$ cat src/rtl/rfsh_pkg.sv
package rfsh_pkg;

    parameter int unsigned ADDR_W      = 16;
    parameter int unsigned DIV_W       = 16;
    parameter int unsigned CFG_W       = (ADDR_W > DIV_W) ? ADDR_W : DIV_W;
    parameter int unsigned DEF_DIVISOR = 18;
    parameter int unsigned MIN_DIVISOR = 2;

    typedef enum logic [1:0] {
        SEL_DIVISOR = 2'd0,
        SEL_BASE    = 2'd1,
        SEL_COUNT   = 2'd2,
        SEL_NONE    = 2'd3
    } cfg_sel_e;

    typedef enum logic [1:0] {
        HS_IDLE = 2'd0,
        HS_WAIT = 2'd1,
        HS_XFER = 2'd2
    } hs_state_e;

    // Sweep position: current address and transfers left before reload
    typedef struct packed {
        logic [ADDR_W-1:0] addr;
        logic [ADDR_W-1:0] left;
    } sweep_t;

    // One transfer step: reload from the base values once the count is zero
    function automatic sweep_t sweep_step(input sweep_t cur, input sweep_t base);
        sweep_t nxt;
        if (cur.left == '0) begin
            nxt = base;
        end else begin
            nxt.addr = cur.addr + 1'b1;
            nxt.left = cur.left - 1'b1;
        end
        return nxt;
    endfunction

endpackage

$ cat src/rtl/rfsh_rate_div.sv
module rfsh_rate_div #(
    parameter int unsigned DIV_W   = rfsh_pkg::DIV_W,
    parameter int unsigned DEF_DIV = rfsh_pkg::DEF_DIVISOR,
    parameter int unsigned MIN_DIV = rfsh_pkg::MIN_DIVISOR
) (
    input  logic             clk,
    input  logic             rst,
    input  logic             tick,
    input  logic             load_we,
    input  logic [DIV_W-1:0] load_val,
    output logic             fire
);
    localparam logic [DIV_W-1:0] DEF_V = DIV_W'(DEF_DIV);
    localparam logic [DIV_W-1:0] MIN_V = DIV_W'(MIN_DIV);
    localparam logic [DIV_W-1:0] ONE_V = DIV_W'(1);

    logic [DIV_W-1:0] count_q;
    logic [DIV_W-1:0] reload_q;

    // Fires on the tick that takes the count through one
    assign fire = tick && (count_q == ONE_V);

    always_ff @(posedge clk) begin
        if (rst) begin
            count_q  <= DEF_V;
            reload_q <= DEF_V;
        end else begin
            if (tick) begin
                count_q <= (count_q == ONE_V) ? reload_q : count_q - 1'b1;
            end
            if (load_we && (load_val >= MIN_V)) begin
                reload_q <= load_val;
            end
        end
    end
endmodule

$ cat src/rtl/rfsh_handshake.sv
module rfsh_handshake
    import rfsh_pkg::*;
(
    input  logic clk,
    input  logic rst,
    input  logic fire,
    input  logic gnt,
    output logic req,
    output logic active
);
    hs_state_e state_q, state_d;

    always_comb begin
        state_d = state_q;
        unique case (state_q)
            HS_IDLE: if (fire) state_d = HS_WAIT;
            HS_WAIT: if (gnt)  state_d = HS_XFER;
            HS_XFER:           state_d = HS_IDLE;
            default:           state_d = HS_IDLE;
        endcase
    end

    always_ff @(posedge clk) begin
        if (rst) state_q <= HS_IDLE;
        else     state_q <= state_d;
    end

    assign req    = (state_q != HS_IDLE);
    assign active = (state_q == HS_XFER);
endmodule

$ cat src/rtl/rfsh_sweep.sv
module rfsh_sweep
    import rfsh_pkg::*;
#(
    parameter logic [ADDR_W-1:0] DEF_BASE  = '0,
    parameter logic [ADDR_W-1:0] DEF_COUNT = '1
) (
    input  logic              clk,
    input  logic              rst,
    input  logic              step,
    input  logic              base_we,
    input  logic              count_we,
    input  logic [ADDR_W-1:0] wdata,
    output logic [ADDR_W-1:0] addr,
    output logic              last
);
    sweep_t cur_q;
    sweep_t base_q;

    always_ff @(posedge clk) begin
        if (rst) begin
            cur_q.addr  <= DEF_BASE;
            cur_q.left  <= DEF_COUNT;
            base_q.addr <= DEF_BASE;
            base_q.left <= DEF_COUNT;
        end else begin
            if (step) cur_q <= sweep_step(cur_q, base_q);
            // a write overrides the step for the field it targets
            if (base_we) begin
                base_q.addr <= wdata;
                cur_q.addr  <= wdata;
            end
            if (count_we) begin
                base_q.left <= wdata;
                cur_q.left  <= wdata;
            end
        end
    end

    assign addr = cur_q.addr;
    assign last = (cur_q.left == '0);
endmodule

$ cat src/rtl/refresh_gen.sv
module refresh_gen
    import rfsh_pkg::*;
(
    input  logic              clk,
    input  logic              rst,
    input  logic              tick_in,
    input  logic              cfg_we,
    input  logic [1:0]        cfg_sel,
    input  logic [CFG_W-1:0]  cfg_data,
    input  logic              bus_gnt,
    output logic              bus_req,
    output logic [ADDR_W-1:0] mem_addr,
    output logic              mem_rd,
    output logic              xfer_ack,
    output logic              tc
);
    cfg_sel_e          sel;
    logic              div_we, base_we, count_we;
    logic              fire, active, last;
    logic [ADDR_W-1:0] sweep_addr;

    assign sel      = cfg_sel_e'(cfg_sel);
    assign div_we   = cfg_we && (sel == SEL_DIVISOR);
    assign base_we  = cfg_we && (sel == SEL_BASE);
    assign count_we = cfg_we && (sel == SEL_COUNT);

    rfsh_rate_div u_div (
        .clk      (clk),
        .rst      (rst),
        .tick     (tick_in),
        .load_we  (div_we),
        .load_val (cfg_data[DIV_W-1:0]),
        .fire     (fire)
    );

    rfsh_handshake u_hs (
        .clk    (clk),
        .rst    (rst),
        .fire   (fire),
        .gnt    (bus_gnt),
        .req    (bus_req),
        .active (active)
    );

    rfsh_sweep u_sweep (
        .clk      (clk),
        .rst      (rst),
        .step     (active),
        .base_we  (base_we),
        .count_we (count_we),
        .wdata    (cfg_data[ADDR_W-1:0]),
        .addr     (sweep_addr),
        .last     (last)
    );

    assign mem_addr = active ? sweep_addr : '0;
    assign mem_rd   = active;
    assign xfer_ack = active;
    assign tc       = active && last;
endmodule

$ cat config.mk
export PLATFORM = sky130hd
export DESIGN_NAME = refresh_gen
export DESIGN_NICKNAME = d
export VERILOG_FILES = /design/src/rtl/rfsh_pkg.sv /design/src/rtl/rfsh_rate_div.sv /design/src/rtl/rfsh_handshake.sv /design/src/rtl/rfsh_sweep.sv /design/src/rtl/refresh_gen.sv
export SDC_FILE = /design/constraint.sdc
export NUM_CORES = 1
export LEC_CHECK = 0
export CAP_MARGIN = 20
export CORE_AREA = 5 5 110 112
export CTS_CLUSTER_DIAMETER = 120
export DETAILED_ROUTE_END_ITERATION = 12
export DIE_AREA = 0 0 115 117
export GPL_ROUTABILITY_DRIVEN = 0
export PLACE_DENSITY = 0.65
export RECOVER_POWER = 100
export SETUP_SLACK_MARGIN = 0.05
export SLEW_MARGIN = 20
export SYNTH_ARGS = -nofsm -noshare
export SYNTH_HDL_FRONTEND = slang
export SYNTH_HIERARCHICAL = 1
export SYNTH_SLANG_ARGS = --single-unit
$ cat constraint.sdc
create_clock -name clk -period 3.12 [get_ports clk]
set_input_delay 0.312 -clock clk [delete_from_list [all_inputs] [get_ports clk]]
set_output_delay 0.312 -clock clk [all_outputs]
set_load 0.03 [all_outputs]
==> impl_metrics.yaml <==
die:
  die_area_mm2: 0.01346
  rows: 39
  core_area_mm2: 0.01113
  initial_core_util_pct: 47.78
  die_height_um: 117
  die_width_um: 115
  pin_count: 43
detailed_routing:
  routed_wl_um: 13870
  wl_met1_um: 6316
  drc: 0
  top_layer: "met4"
  first_pass_iters: 5
  drt_iter0_markers: 346
  routedWlPerCell_um: 17.23
  via_per_inst: 5.958
  dr_wl_met2_um: 6494
  vias: 4796
  wl_met3_um: 753
  ant_nets: 0
timing:
  setup_viol: 0
  drv_slew: 0
  fin_skew_ps: 9.277
  worst_pin_slew_ps: 829.2
  setup_ws_ps: 629.9
  hold_viol: 0
  finalCritPeriodShare_pct: 79.81
  fmax_mhz: 401.6
  grt_setup_unrepaired: "false"
  post-route-min-period_ps: 2490
  tns_ps: 0
  relSlewSlack_pct: 44.72
worst_setup_path:
  worstPathArrival_ps: 2760
  end_kind: "flip-flop"
  critical_path_buf_inv_count: 2
  cp_cell_sequence: "inv_1, ha_1, nor4b_4, nand4_1, clkbuf_2, a211o_1, a211oi_1"
  path_delay_family: "buffers and inverters"
  start_kind: "flip-flop"
  crit_required_ps: 3390
  cp_slowest_cell: "clkbuf_2"
  cp_max_fo: 37
  max_stage_delay_ps: 570
  path_class: "reg2reg"
grt:
  grt_pass1_vias: 4497
  grt_use_total_pct: 21.15
  grt_pass1_wl_um: 22590
  gr-total-overflow: 0
  antenna_found_initial: 0
  grt_max_degree: 38
cts:
  root_buffer: "clkbuf_16"
  cts_tree: "yes"
  cts_htree_levels: 3
  clk_pin_slew_worst_paths_ps: 70
  clock_sinks: 98
  clock_latency_ps: 350
  cts_buffer_depth: 2
  postCtsHoldBufs: 0
  post_cts_buffers: 0
  numCtsBuffers: 9
  cts_resized: 0
synth:
  synth_area_leaders: "dfxtp_1, o21ai_0, mux2i_1"
  synth_top_cell_area_share_pct: 36.90
  synth_area_mm2: 0.005316
  syn_area_per_cell_um2: 8.307
  synth_flop_cell: "dfxtp_1"
  yosysTopAreaCell: "dfxtp_1"
  synth-seq-cells: 98
  synth_edf_count: 0
  yosysUniqueCellTypes: 72
  async_reset_ff_share_pct: 0
  synthCells: 640
  seq_area_frac_synth_pct: 36.90
  syn_nets: 668
  yosys_warnings: 6
worst_hold_path:
  hp-class: "in2reg"
layout:
  multi_input_area_mm2: 0.002879
  seq_area_mm2: 0.001962
  final_area_mm2: 0.005993
  final_cell_mix: "dfxtp_1, nor2_1, o21ai_0, nand2_1, a21oi_1"
  syn_to_final_growth_pct: 12.73
  n_antenna_cell: 0
  layout-drive-gt1-share_pct: 9.668
  final_nets: 685
  final_cells: 805
  final_common_cell: "dfxtp_1"
  fill_cells: 1054
run:
  drv_cap: 0
power_and_ir_drop:
  combPwrFrac_pct: 9.6
  power_density_mw_per_mm2: 475.0
  p_int_uw: 2124
  cellLeakagePower_uw: 0.002447
  seqPwrFrac_pct: 47.6
  power_switching_share_pct: 25.38
  switchingPower_uw: 722.5
  pwr-share-clk_pct: 42.8
  ir_drop_mv: 0.3117
  finalPower_uw: 2847
place:
  placed_cell_area_mm2: 0.005693
  portBuffers: 42
  pre_cts_ws_ps: 423.2
  hpwl_um: 9639
  dp_cells: 789
run_status:
  status: "complete, no violations"
## synthesized netlist by cell type, types with 6 or more instances
master and n:
a21oi_1 35, a22oi_1 13, and2_2 13, buf_4 18
clkbuf_1 20, dfxtp_1 98, inv_1 28, mux2i_1 26
nand2_1 53, nand3_1 17, nand4_1 10, nor2_1 57
nor3_1 16, nor4_1 12, o211ai_1 11, o21ai_0 55
o22ai_1 14, or3_1 6, xnor2_1 11, xor2_1 10
## state kept, by name (all words and copies together), names as in the netlist
register and count:
u_sweep/addr 16, u_hs/state_q 2, u_div/reload_q 16, u_sweep/cur_q 16, u_sweep/base_q 32, u_div/count_q 16
## cell type report
class | instances | area share (%)
Multi-Input combinational cell | 459 | 48.04
Tap cell | 143 | 2.985
Clock inverter | 7 | 1.670
Sequential cell | 98 | 32.73
Clock buffer | 9 | 3.758
Inverter | 29 | 1.900
Timing Repair Buffer | 60 | 8.914
## cells by family after synthesis
kind of cell	synth area share (%)
buf+inv	8.731
compound gates	20.62
simple gates	24.22
flops	36.90
mux	4.895
xor+xnor	3.460
fa+ha+maj	1.177
## final timing paths
path | start | to | slack (ps) | depth (start not counted)
worst min-delay path | rst | u_div/reload_q[12] | 380 | 2
worst max-delay path | u_sweep/cur_q[0] | u_sweep/addr[5] | 630 | 7
worst max register to register | u_sweep/cur_q[0] | u_sweep/addr[5] | 630 | 7
worst min register to register | u_hs/state_q[1] | u_hs/state_q[1] | 450 | 1
## power groups by stage
stage          Sequential, uW  Clock (uW)  Combinational, uW
4_1_cts                  1350        1250                274
3_5_place_dp             1380           0                272
3_3_place_gp             1380           0                267
6_report                 1350        1220                273
2_1_floorplan            1370           0                189
5_1_grt                  1360        1290                302
## per-stage QoR
step           hold WS [ps]  util (%)
2_1_floorplan         384.8         -
3_3_place_gp          437.7     51.17
3_5_place_dp          444.3     51.17
4_1_cts               372.0     54.09
5_1_grt               408.4     53.87
6_report              383.3     53.87
## routing by layer
layer | track usage, % | vias up
li1 | - | 2331
met1 | 27.86 | 2288
met2 | 34.38 | 153
met3 | 3.702 | 24
met4 | 8.842 | 0
met5 | 0 | -
(Power assumes the default switching activity.)
